**config.mk**
```make
export PLATFORM = sky130hd
export DESIGN_NAME = flash_seq_top
export DESIGN_NICKNAME = d
export VERILOG_FILES = /design/src/rtl/flash_seq_pkg.sv /design/src/rtl/flash_seq_regs.sv /design/src/rtl/flash_seq_prescale.sv /design/src/rtl/flash_seq_fsm.sv /design/src/rtl/flash_seq_top.sv
export SDC_FILE = /design/constraint.sdc
export NUM_CORES = 1
export LEC_CHECK = 0
export CAP_MARGIN = 20
export CORE_ASPECT_RATIO = 0.6
export CORE_MARGIN = 10
export CORE_UTILIZATION = 65
export DETAILED_ROUTE_END_ITERATION = 6
export HOLD_SLACK_MARGIN = 0.05
export PLACE_DENSITY = 0.83
export SYNTH_ARGS = -nofsm -noshare
export SYNTH_HDL_FRONTEND = slang
export SYNTH_SLANG_ARGS = --single-unit
```
**constraint.sdc**
```tcl
create_clock -name clk_i -period 12.6 [get_ports clk_i]
set_input_delay 2.52 -clock clk_i [delete_from_list [all_inputs] [get_ports clk_i]]
set_output_delay 2.52 -clock clk_i [all_outputs]
set_load 0.01 [all_outputs]
```
**src/rtl/flash_seq_pkg.sv**
```systemverilog
package flash_seq_pkg;
  localparam int unsigned NREG = 9;
  localparam int unsigned IX_DIV   = 0;
  localparam int unsigned IX_SETUP = 1;
  localparam int unsigned IX_TRANS = 2;
  localparam int unsigned IX_PROG  = 3;
  localparam int unsigned IX_PAGE  = 4;
  localparam int unsigned IX_MOD   = 5;
  localparam int unsigned IX_HOLD  = 6;
  localparam int unsigned IX_MHOLD = 7;
  localparam int unsigned IX_RECOV = 8;

  typedef enum logic [1:0] {
    OP_PROG  = 2'd0,
    OP_PAGE  = 2'd1,
    OP_MOD   = 2'd2,
    OP_INVAL = 2'd3
  } op_e;

  typedef enum logic [2:0] {
    S_IDLE, S_SETUP, S_TRANS, S_PULSE, S_HOLD, S_RECOV, S_DRAIN
  } phase_e;
endpackage

```
**src/rtl/flash_seq_regs.sv**
```systemverilog
module flash_seq_regs
  import flash_seq_pkg::*;
#(
  parameter int unsigned REG_W = 8
) (
  input  logic                                clk_i,
  input  logic                                rst_ni,
  input  logic                                we_i,
  input  logic [4:0]                          addr_i,
  input  logic [REG_W-1:0]                    wdata_i,
  output logic [1:0][NREG-1:0][REG_W-1:0]     banks_o
);
  for (genvar b = 0; b < 2; b++) begin : g_bank
    for (genvar r = 0; r < NREG; r++) begin : g_reg
      always_ff @(posedge clk_i or negedge rst_ni) begin
        if (!rst_ni) banks_o[b][r] <= '0;
        else if (we_i && addr_i[4] == 1'(b) && addr_i[3:0] == 4'(r))
          banks_o[b][r] <= wdata_i;
      end
    end
  end
endmodule

```
**src/rtl/flash_seq_prescale.sv**
```systemverilog
module flash_seq_prescale #(
  parameter int unsigned REG_W = 8
) (
  input  logic             clk_i,
  input  logic             rst_ni,
  input  logic             run_i,
  input  logic [REG_W-1:0] div_i,
  output logic             tick_o
);
  logic [REG_W-1:0] pc_q;

  assign tick_o = run_i && (pc_q == div_i);

  always_ff @(posedge clk_i or negedge rst_ni) begin
    if (!rst_ni)      pc_q <= '0;
    else if (!run_i)  pc_q <= '0;
    else if (tick_o)  pc_q <= '0;
    else              pc_q <= pc_q + 1'b1;
  end

  AST_PC_BOUND: assert property (@(posedge clk_i) disable iff (!rst_ni)
    run_i |-> (pc_q <= div_i));
endmodule

```
**src/rtl/flash_seq_fsm.sv**
```systemverilog
module flash_seq_fsm
  import flash_seq_pkg::*;
#(
  parameter int unsigned REG_W = 8
) (
  input  logic                          clk_i,
  input  logic                          rst_ni,
  input  logic                          start_i,
  input  logic [1:0]                    op_i,
  input  logic                          abort_i,
  input  logic [NREG-1:0][REG_W-1:0]    cfg_i,
  output logic [REG_W-1:0]              div_o,
  output logic                          run_o,
  input  logic                          tick_i,
  output logic                          pe_o,
  output logic                          nvs_o,
  output logic                          busy_o,
  output logic                          done_o
);
  localparam int unsigned UW = REG_W + 13;

  phase_e                       state_q, state_d;
  op_e                          op_q;
  logic [NREG-1:0][REG_W-1:0]   snap_q;
  logic [UW-1:0]                uc_q;
  logic [UW-1:0]                load_units;
  logic                         accept, phase_end;

  function automatic logic [UW-1:0] ext(logic [REG_W-1:0] v);
    return UW'(v) + UW'(1);
  endfunction

  assign accept    = (state_q == S_IDLE) && start_i && !abort_i && (op_i != OP_INVAL);
  assign phase_end = tick_i && (uc_q == '0);
  assign div_o     = snap_q[IX_DIV];
  assign run_o     = (state_q != S_IDLE) && (state_q != S_DRAIN);

  always_comb begin
    state_d = state_q;
    if (state_q == S_DRAIN) state_d = S_IDLE;
    else if (state_q != S_IDLE && abort_i) state_d = nvs_o ? S_DRAIN : S_IDLE;
    else if (accept) state_d = S_SETUP;
    else if (phase_end) begin
      case (state_q)
        S_SETUP: state_d = S_TRANS;
        S_TRANS: state_d = S_PULSE;
        S_PULSE: state_d = S_HOLD;
        S_HOLD:  state_d = S_RECOV;
        S_RECOV: state_d = S_IDLE;
        default: state_d = S_IDLE;
      endcase
    end
  end

  // base units of the phase being entered
  always_comb begin
    load_units = UW'(1);
    case (state_d)
      S_TRANS: load_units = ext(snap_q[IX_TRANS]);
      S_PULSE: begin
        case (op_q)
          OP_PROG: load_units = ext(snap_q[IX_PROG]) << 3;
          OP_PAGE: load_units = ext(snap_q[IX_PAGE]) << 12;
          default: load_units = ext(snap_q[IX_MOD]) << 12;
        endcase
      end
      S_HOLD:  load_units = (op_q == OP_MOD) ? (ext(snap_q[IX_MHOLD]) << 3)
                                             : ext(snap_q[IX_HOLD]);
      S_RECOV: load_units = ext(snap_q[IX_RECOV]);
      default: load_units = UW'(1);
    endcase
  end

  always_ff @(posedge clk_i or negedge rst_ni) begin
    if (!rst_ni) begin
      state_q <= S_IDLE;
      op_q    <= OP_PROG;
      snap_q  <= '0;
      uc_q    <= '0;
      done_o  <= 1'b0;
    end else begin
      state_q <= state_d;
      done_o  <= (state_q == S_RECOV) && phase_end && !abort_i;
      if (accept) begin
        op_q   <= op_e'(op_i);
        snap_q <= cfg_i;
        uc_q   <= UW'(cfg_i[IX_SETUP]);
      end else if (phase_end && state_d != state_q) begin
        uc_q <= load_units - UW'(1);
      end else if (tick_i) begin
        uc_q <= uc_q - UW'(1);
      end
    end
  end

  always_comb begin
    pe_o   = 1'b0;
    nvs_o  = 1'b0;
    case (state_q)
      S_SETUP, S_DRAIN: pe_o = 1'b1;
      S_TRANS, S_PULSE, S_HOLD: begin pe_o = 1'b1; nvs_o = 1'b1; end
      default: ;
    endcase
    busy_o = (state_q != S_IDLE);
  end

  AST_NVS_WITHIN_PE: assert property (@(posedge clk_i) disable iff (!rst_ni)
    nvs_o |-> pe_o);
  AST_DONE_SINGLE: assert property (@(posedge clk_i) disable iff (!rst_ni)
    done_o |=> !done_o);
  AST_DONE_FROM_RECOV: assert property (@(posedge clk_i) disable iff (!rst_ni)
    (state_q == S_RECOV && phase_end && !abort_i) |=> (done_o && !busy_o));
  AST_SNAP_HELD: assert property (@(posedge clk_i) disable iff (!rst_ni)
    (state_q != S_IDLE) |=> (state_q == S_IDLE || $stable(snap_q)));
  AST_ABORT_DROPS_NVS: assert property (@(posedge clk_i) disable iff (!rst_ni)
    (abort_i && busy_o) |=> (!nvs_o && !done_o));
  AST_INVAL_IGNORED: assert property (@(posedge clk_i) disable iff (!rst_ni)
    (!busy_o && start_i && op_i == OP_INVAL) |=> !busy_o);
endmodule

```
**src/rtl/flash_seq_top.sv**
```systemverilog
module flash_seq_top
  import flash_seq_pkg::*;
#(
  parameter int unsigned REG_W = 8
) (
  input  logic             clk_i,
  input  logic             rst_ni,
  input  logic             reg_we_i,
  input  logic [4:0]       reg_addr_i,
  input  logic [REG_W-1:0] reg_wdata_i,
  input  logic             start_i,
  input  logic [1:0]       op_i,
  input  logic             blk_i,
  input  logic             abort_i,
  output logic             pe_o,
  output logic             nvs_o,
  output logic             busy_o,
  output logic             done_o
);
  logic [1:0][NREG-1:0][REG_W-1:0] banks;
  logic [NREG-1:0][REG_W-1:0]      cfg_sel;
  logic [REG_W-1:0]                div;
  logic                            run, tick;

  assign cfg_sel = banks[blk_i];

  flash_seq_regs #(.REG_W(REG_W)) u_regs (
    .clk_i, .rst_ni,
    .we_i(reg_we_i), .addr_i(reg_addr_i), .wdata_i(reg_wdata_i),
    .banks_o(banks)
  );

  flash_seq_prescale #(.REG_W(REG_W)) u_pre (
    .clk_i, .rst_ni, .run_i(run), .div_i(div), .tick_o(tick)
  );

  flash_seq_fsm #(.REG_W(REG_W)) u_fsm (
    .clk_i, .rst_ni,
    .start_i, .op_i, .abort_i,
    .cfg_i(cfg_sel), .div_o(div), .run_o(run), .tick_i(tick),
    .pe_o, .nvs_o, .busy_o, .done_o
  );
endmodule

```
==> results.sh, run 1 <==
export IMPL_slew_headroom=0.3131
export IMPL_vias=8872
export IMPL_insertion_delay_ns=0.53
export IMPL_synthXorXnorAreaFrac=0.04819
export IMPL_rsz0062_at_grt="false"
export IMPL_syn_avg_cell_area_um2=10.87
export IMPL_hold_viol_final=0
export IMPL_synth_simple_gate_area_frac=0.1442
export IMPL_synth_adder_area_share=0.007897
export IMPL_gr_usage_met3=0.07103
export IMPL_finalPower_mw=2.645
export IMPL_synth_edff_count=0
export IMPL_grtUsageMet1=0.3488
export IMPL_dieWidth_um=198.0
export IMPL_n_antenna_cell=0
export IMPL_fin_skew_ns=0.01197
export IMPL_dieArea_mm2=0.02511
export IMPL_power_leakage_nw=5.929
export IMPL_syn_nets=1165
export IMPL_synth_largest_area_cell="dfrtp_1"
export IMPL_clock_sinks=243
export IMPL_synth_top_family_by_area="multiplexers"
export IMPL_synth_ff_type="dfrtp_1"
export IMPL_drc=0
export IMPL_crit_required_ns=13.05
export IMPL_cts_tree="done"
export IMPL_antenna_found_initial=0
export IMPL_drive_above_1_share=0.1906
export IMPL_grt_met2_usage=0.3616
export IMPL_yosysSeqAreaShare=0.4921
export IMPL_syn_to_final_growth_pct=9.476
export IMPL_post_drt_wl_per_cell_um=22.18
export IMPL_ys_ff_latch=243
export IMPL_crit_end="u_fsm.uc_q[15]"
export IMPL_drt_iter0_drc=934
export IMPL_grt_pass1_wl_um=49180
export IMPL_reg2reg_from="u_fsm.state_q[2]"
export IMPL_grt_ovfl_total=0
export IMPL_synthCells=1137
export IMPL_synth_distinct_cells=68
export IMPL_cts_buffer_depth=3
export IMPL_setup_viol=0
export IMPL_hold_path_class="flop to flop"
export IMPL_cp_max_fo=17
export IMPL_cts_buffers=23
export IMPL_coreArea_mm2=0.01835
export IMPL_htreeDepth=1
export IMPL_detail_route_antenna_nets=0
export IMPL_drtPass1Iterations=5
export IMPL_final_min_clock_period_ns=6.721
export IMPL_io_pins=25
export IMPL_portBuffers=24
export IMPL_nets=1166
export IMPL_start_kind="input port"
export IMPL_outcome="finished clean"
export IMPL_irDropWorstVdd_mv=0.1440
export IMPL_cp_slowest_cell="nor4_2"
export IMPL_synthMuxAreaShare=0.2010
export IMPL_power_density_mw_per_mm2=195.5
export IMPL_drv_cap=0
export IMPL_r2r_cells=16
export IMPL_maxSlewViolCount=0
export IMPL_cts_resized=0
export IMPL_tns_ns=0
export IMPL_ctsHoldBuffers=0
export IMPL_initial_core_util=0.6734
export IMPL_grt_busiest_layer="met2"
export IMPL_wl_um=30920
export IMPL_final_cell_mix="dfrtp_1 (243), mux2_2 (145), nand2_1 (135)"
export IMPL_final_util=0.7372
export IMPL_via_per_inst=6.364
export IMPL_hpwlAfterDp_um=21410
export IMPL_worst_r2r_endpoint="u_fsm.uc_q[15]"
export IMPL_regToRegSetupSlack_ns=6.93
export IMPL_finalCritPeriodShare=0.5334
export IMPL_crit_path_start="abort_i"
export IMPL_rows=38
export IMPL_ctsRootBufferMaster="clkbuf_16"
export IMPL_max_freq_ghz=0.1488
export IMPL_crit_chain="clkdlybuf4s50_1, inv_1, o21ai_0, mux2i_1, and2_4, nand2_1, nand2_1, ha_1, nand3_1, xnor2_1, nor4_2, o31ai_1, nor4_2, nand3_2, nor4_1, mux2i_1"
export IMPL_yosysTopAreaCellShare=0.4921
export IMPL_place_gp_congestion=1.007
export IMPL_crit_type="input port to flop"
export IMPL_final_common_cell="dfrtp_1"
export IMPL_synth_area_mm2=0.01236
export IMPL_postCtsSetupRepairBufs=0
export IMPL_synth_compound_area_frac=0.08454
export IMPL_synth_warnings=0
export IMPL_grt_pass1_vias=8795
export IMPL_tightest_slew_ns=1.028
export IMPL_async_flop_share=1.000
export IMPL_grt_usage=0.2449
export IMPL_max_stage_delay_ns=0.76
export IMPL_grt_max_degree=137
export IMPL_cp_end_kind="flop"
export IMPL_arrival_ns=7.17
export IMPL_chipHeight_um=126.8
export IMPL_synth_area_leaders="dfrtp_1 (49%), mux2_2 (13%), mux2i_1 (6.9%), nand2_1 (4.1%), o21ai_0 (3.2%)"
export IMPL_clk_pin_slew_ns=0.06
-- sequential cells by signal (all words and copies together), names as in the netlist --
signal          flops
u_pre.pc_q          8
u_fsm.op_q          2
u_fsm.div_o         8
u_fsm.uc_q         21
u_fsm.state_q       3
u_fsm.done_o        1
u_fsm.snap_q       56
u_regs.banks_o    144
-- report_power, final --
part	leakage [nW]	switching, mW	internal, mW	total, mW
Combinational	2.43	0.462	0.338	0.800
Sequential	3.15	0.205	0.966	1.17
Clock	0.353	0.302	0.371	0.674
Total	5.93	0.969	1.68	2.64
-- synth_stat cells (2+ instances only) --
library cell    n
o21ai_0        80
xor2_1         22
nand3b_1        2
ha_1            7
a41oi_1         2
nor3b_1         2
nand4_1        19
o22ai_1         5
o31a_1          2
nor4_1         19
or2_2           4
nor4bb_1        2
o211ai_1        5
and3_1         11
a21oi_1        17
dfrtp_1       243
nor3_1         15
nor2_1         47
and4_1          3
or4_1           6
nand2_1       135
o211ai_2        2
a31oi_1         8
and2_1          4
nor2b_1         9
buf_1           2
o21a_1          2
nor4_2          2
a21o_1          4
a211oi_1       16
xnor2_1        41
or3_1           5
nand4b_1        2
nand2b_1        6
nor4_4          3
inv_1          13
clkbuf_1       57
mux2i_1        85
o21ai_1        11
mux2_2        145
nand3_1        45
-- critical path, delay by kind of cell --
kind                       cells  cell delay (ns)
AOI/OAI and AO/OA              2             0.37
and+or+nand+nor                8             2.05
xor gates and xnor gates       1             0.17
buffers and inverters          2             1.00
muxes                          2             0.70
adders and majority gates      1             0.37
-- final cells by class --
class / count / area, µm²
clock buffer: 34 / 666.9
clock inverter: 7 / 62.56
fill: 1219 / 4823
inverter: 14 / 52.55
multi-input combinational: 821 / 6021
sequential: 243 / 6081
tap: 240 / 300.3
timing repair buffer: 35 / 345.3
-- routing by layer --
| layer | vias to the layer above | wire length [µm] |
|---|---|---|
| met3 | 52 | 2626 |
| met5 | - | 0 |
| met2 | 310 | 13490 |
| met1 | 4411 | 14130 |
| met4 | 0 | 673 |
| li1 | 4099 | - |
-- stage by stage --
| stage | worst slack (ns) | hold slack (ns) | area (µm²) | instances |
|---|---|---|---|---|
| after global routing | 5.536 | 0.5007 | 13530 | 1394 |
| after floorplan | 6.696 | 0.4444 | 12360 | 1137 |
| after global placement | 5.565 | 0.4679 | 12760 | 1350 |
| after CTS | 5.982 | 0.4877 | 13490 | 1391 |
| after detailed placement | 5.443 | 0.4767 | 12760 | 1350 |
| final | 5.879 | 0.4915 | 13530 | 1394 |
-- cells by family (layout without fill, tap and decap cells) --
group,Yosys count,in the layout
AO/OA/AOI/OAI,169,169
XOR/XNOR,65,65
adder cells (fa/ha/maj),8,8
buffers and inverters,73,90
flip-flops,243,243
multiplexers,230,230
AND/OR/NAND/NOR,349,349
-- worst min-delay path by stage --
| stage | end | slack, ns | start | depth (start not counted) |
|---|---|---|---|---|
| global route | u_fsm.snap_q[21] | 0.50 | u_fsm.snap_q[21] | 2 |
| detailed placement | u_fsm.snap_q[21] | 0.48 | u_fsm.snap_q[21] | 2 |
| finish | u_fsm.snap_q[21] | 0.49 | u_fsm.snap_q[21] | 2 |
| floorplan | u_fsm.snap_q[32] | 0.44 | u_fsm.snap_q[32] | 2 |
| CTS | u_fsm.snap_q[21] | 0.49 | u_fsm.snap_q[21] | 2 |
| global placement | u_fsm.snap_q[21] | 0.47 | u_fsm.snap_q[21] | 2 |
(Power assumes the default switching activity.)
==> inputs of run 2 (changes only) <==
CORE_UTILIZATION = 57   (was 65)
PLACE_DENSITY = 0.77   (was 0.83)
clock period = 6.04 ns   (was 12.6 ns; I/O delays follow)
==> results.sh, run 2 (synthesis results as in run 1) <==
export IMPL_n_antenna_cell=0
export IMPL_stdcell_count=1439
export IMPL_postCtsSetupRepairBufs=0
export IMPL_outcome="finished clean"
export IMPL_dieWidth_um=210.1
export IMPL_initial_core_util=0.5847
export IMPL_hold_slack_ns=0.4823
export IMPL_drc=0
export IMPL_switching_power_mw=2.036
export IMPL_maxSlewViolCount=0
export IMPL_start_kind="input port"
export IMPL_power_switching_share=0.3649
export IMPL_drv_cap=0
export IMPL_fin_skew_ns=0.008370
export IMPL_grt_max_degree=132
export IMPL_antenna_found_initial=1
export IMPL_final_cell_mix="dfrtp_1 (243), mux2_2 (145), nand2_1 (135)"
export IMPL_cts_buffers=24
export IMPL_drtPass1Iterations=6
export IMPL_largest_register="u_regs.banks_o"
export IMPL_via_per_inst=6.207
export IMPL_hold_viol_final=0
export IMPL_cp_num_buf_inv=2
export IMPL_top_layer="met4"
export IMPL_hold_path_class="flop to flop"
export IMPL_internal_power_mw=3.543
export IMPL_cts_tree="done"
export IMPL_cts_resized=0
export IMPL_insertion_delay_ns=0.53
export IMPL_rows=41
export IMPL_arrival_ns=5.72
export IMPL_drt_iter0_drc=832
export IMPL_rsz0062_at_grt="false"
export IMPL_ctsRootBufferMaster="clkbuf_16"
export IMPL_io_pins=25
export IMPL_max_freq_ghz=0.1901
export IMPL_grt_pass1_wl_um=49740
export IMPL_finalCritPeriodShare=0.8711
export IMPL_grt_usage=0.2197
export IMPL_htreeDepth=1
export IMPL_crit_chain="clkdlybuf4s50_1, inv_1, o21ai_0, mux2i_1, and2_4, nand2_1, nand2_1, ha_1, nand3_1, xnor2_1, nor4_2, o31ai_1, nor4_4, nand2_1, or4_1, nand3_1"
export IMPL_cp_top_family="simple AND/OR/NAND/NOR gates"
export IMPL_clk_pin_slew_ns=0.07
export IMPL_max_stage_delay_ns=0.66
export IMPL_setup_viol=0
export IMPL_crit_type="input port to flop"
export IMPL_cp_end_kind="flop"
export IMPL_final_util=0.6448
export IMPL_syn_to_final_growth_pct=10.28
export IMPL_clock_sinks=243
export IMPL_met2_length_um=13100
export IMPL_chipHeight_um=134.1
export IMPL_post_drt_wl_per_cell_um=21.79
export IMPL_ctsHoldBuffers=0
export IMPL_tightest_slew_ns=1.132
export IMPL_pre_cts_ws_ns=0.3945
export IMPL_power_density_mw_per_mm2=409.4
export IMPL_nets=1170
export IMPL_dieArea_mm2=0.02816
export IMPL_met1_length_um=15570
export IMPL_power_leakage_nw=5.968
export IMPL_final_common_cell="dfrtp_1"
export IMPL_crit_top_cell="nand2_1"
export IMPL_wl_met3_um=2254
export IMPL_final_min_clock_period_ns=5.261
export IMPL_largest_reg_flops=144
export IMPL_wl_um=31350
export IMPL_largestRegisters="u_regs.banks_o: 144 flops, u_fsm.snap_q: 56 flops, u_fsm.uc_q: 21 flops"
export IMPL_place_gp_congestion=0.9562
export IMPL_p_clk_frac=0.262
export IMPL_portBuffers=24
export IMPL_worst_slack_ns=0.7788
export IMPL_drive_above_1_share=0.1948
export IMPL_coreArea_mm2=0.02114
export IMPL_grt_pass1_vias=8532
export IMPL_detail_route_antenna_nets=0
export IMPL_irDropWorstVdd_mv=0.2582
export IMPL_combPwrFrac=0.302
export IMPL_vias=8932
export IMPL_cts_buffer_depth=3
export IMPL_cp_slowest_cell="nor4_4"
export IMPL_seqPwrFrac=0.436
export IMPL_grt_ovfl_total=0
export IMPL_dp_cells=1394
export IMPL_cp_max_fo=11
export IMPL_tns_ns=0
export IMPL_slew_headroom=0.2422
export IMPL_crit_required_ns=6.50
export IMPL_hpwlAfterDp_um=21810
-- run 2: cell types whose count changed in the layout (fill, tap and decap cells not counted) --
cell        change
buf_12          +1
inv_6           -1
clkinvlp_4      -1
inv_16          -1
bufinv_16       +1
inv_8           +1
clkinv_8        +1
clkbuf_8        -2
clkinv_4        -1
clkinv_2        +5
buf_16          -1
clkbuf_16       +1
buf_4           +3
-- run 2: routing by layer --
metal | up-vias | track usage
met2 | 296 | 0.3100
met1 | 4485 | 0.3421
li1 | 4114 | -
met4 | 0 | 0.04099
met3 | 37 | 0.03849
met5 | - | 0
-- run 2: per-stage QoR --
stage,instance area (µm²),power [mW]
after global placement,12860,4.046
after floorplan,12360,3.506
after global routing,13630,5.879
after CTS,13620,5.572
final,13630,5.580
after detailed placement,12860,4.094
-- run 2: final timing paths --
check                                 start  depth (start not counted)  slack, ns            endpoint
min in group asynchronous            rst_ni                          1       0.75       u_fsm.op_q[1]
max in group asynchronous            rst_ni                          2       4.07  u_regs.banks_o[28]
hold reg to reg            u_fsm.snap_q[21]                          2       0.48    u_fsm.snap_q[21]
setup reg to reg              u_pre.pc_q[1]                         16       0.80      u_fsm.uc_q[14]
hold / removal             u_fsm.snap_q[21]                          2       0.48    u_fsm.snap_q[21]
setup / recovery                    abort_i                         16       0.78      u_fsm.uc_q[14]
-- run 2: worst reg2reg max path: stages, from the launching register on --
cell	delay, ns
dfrtp_1	0.42
xnor2_1	0.46
o311ai_1	0.29
nor4_4	0.36
mux2i_1	0.61
and2_4	0.29
nand2_1	0.07
nand2_1	0.09
ha_1	0.38
nand3_1	0.18
xnor2_1	0.17
nor4_2	0.14
o31ai_1	0.24
nor4_4	0.66
nand2_1	0.21
or4_1	0.50
nand3_1	0.09
-- run 2: power groups by stage --
stage	sequential [mW]	clock, mW	combinational (mW)
floorplan	2.28	0	1.23
global placement	2.42	0	1.62
detailed placement	2.44	0	1.66
CTS	2.41	1.49	1.67
global route	2.47	1.56	1.85
finish	2.43	1.46	1.68
-- run 2: cell type report --
type / instances / area [µm²]
sequential: 243 / 6081
clock inverter: 11 / 100.1
timing repair buffer: 38 / 360.3
clock buffer: 33 / 664.4
inverter: 14 / 52.55
fill: 1661 / 7507
multi-input combinational: 821 / 6021
tap: 279 / 349.1
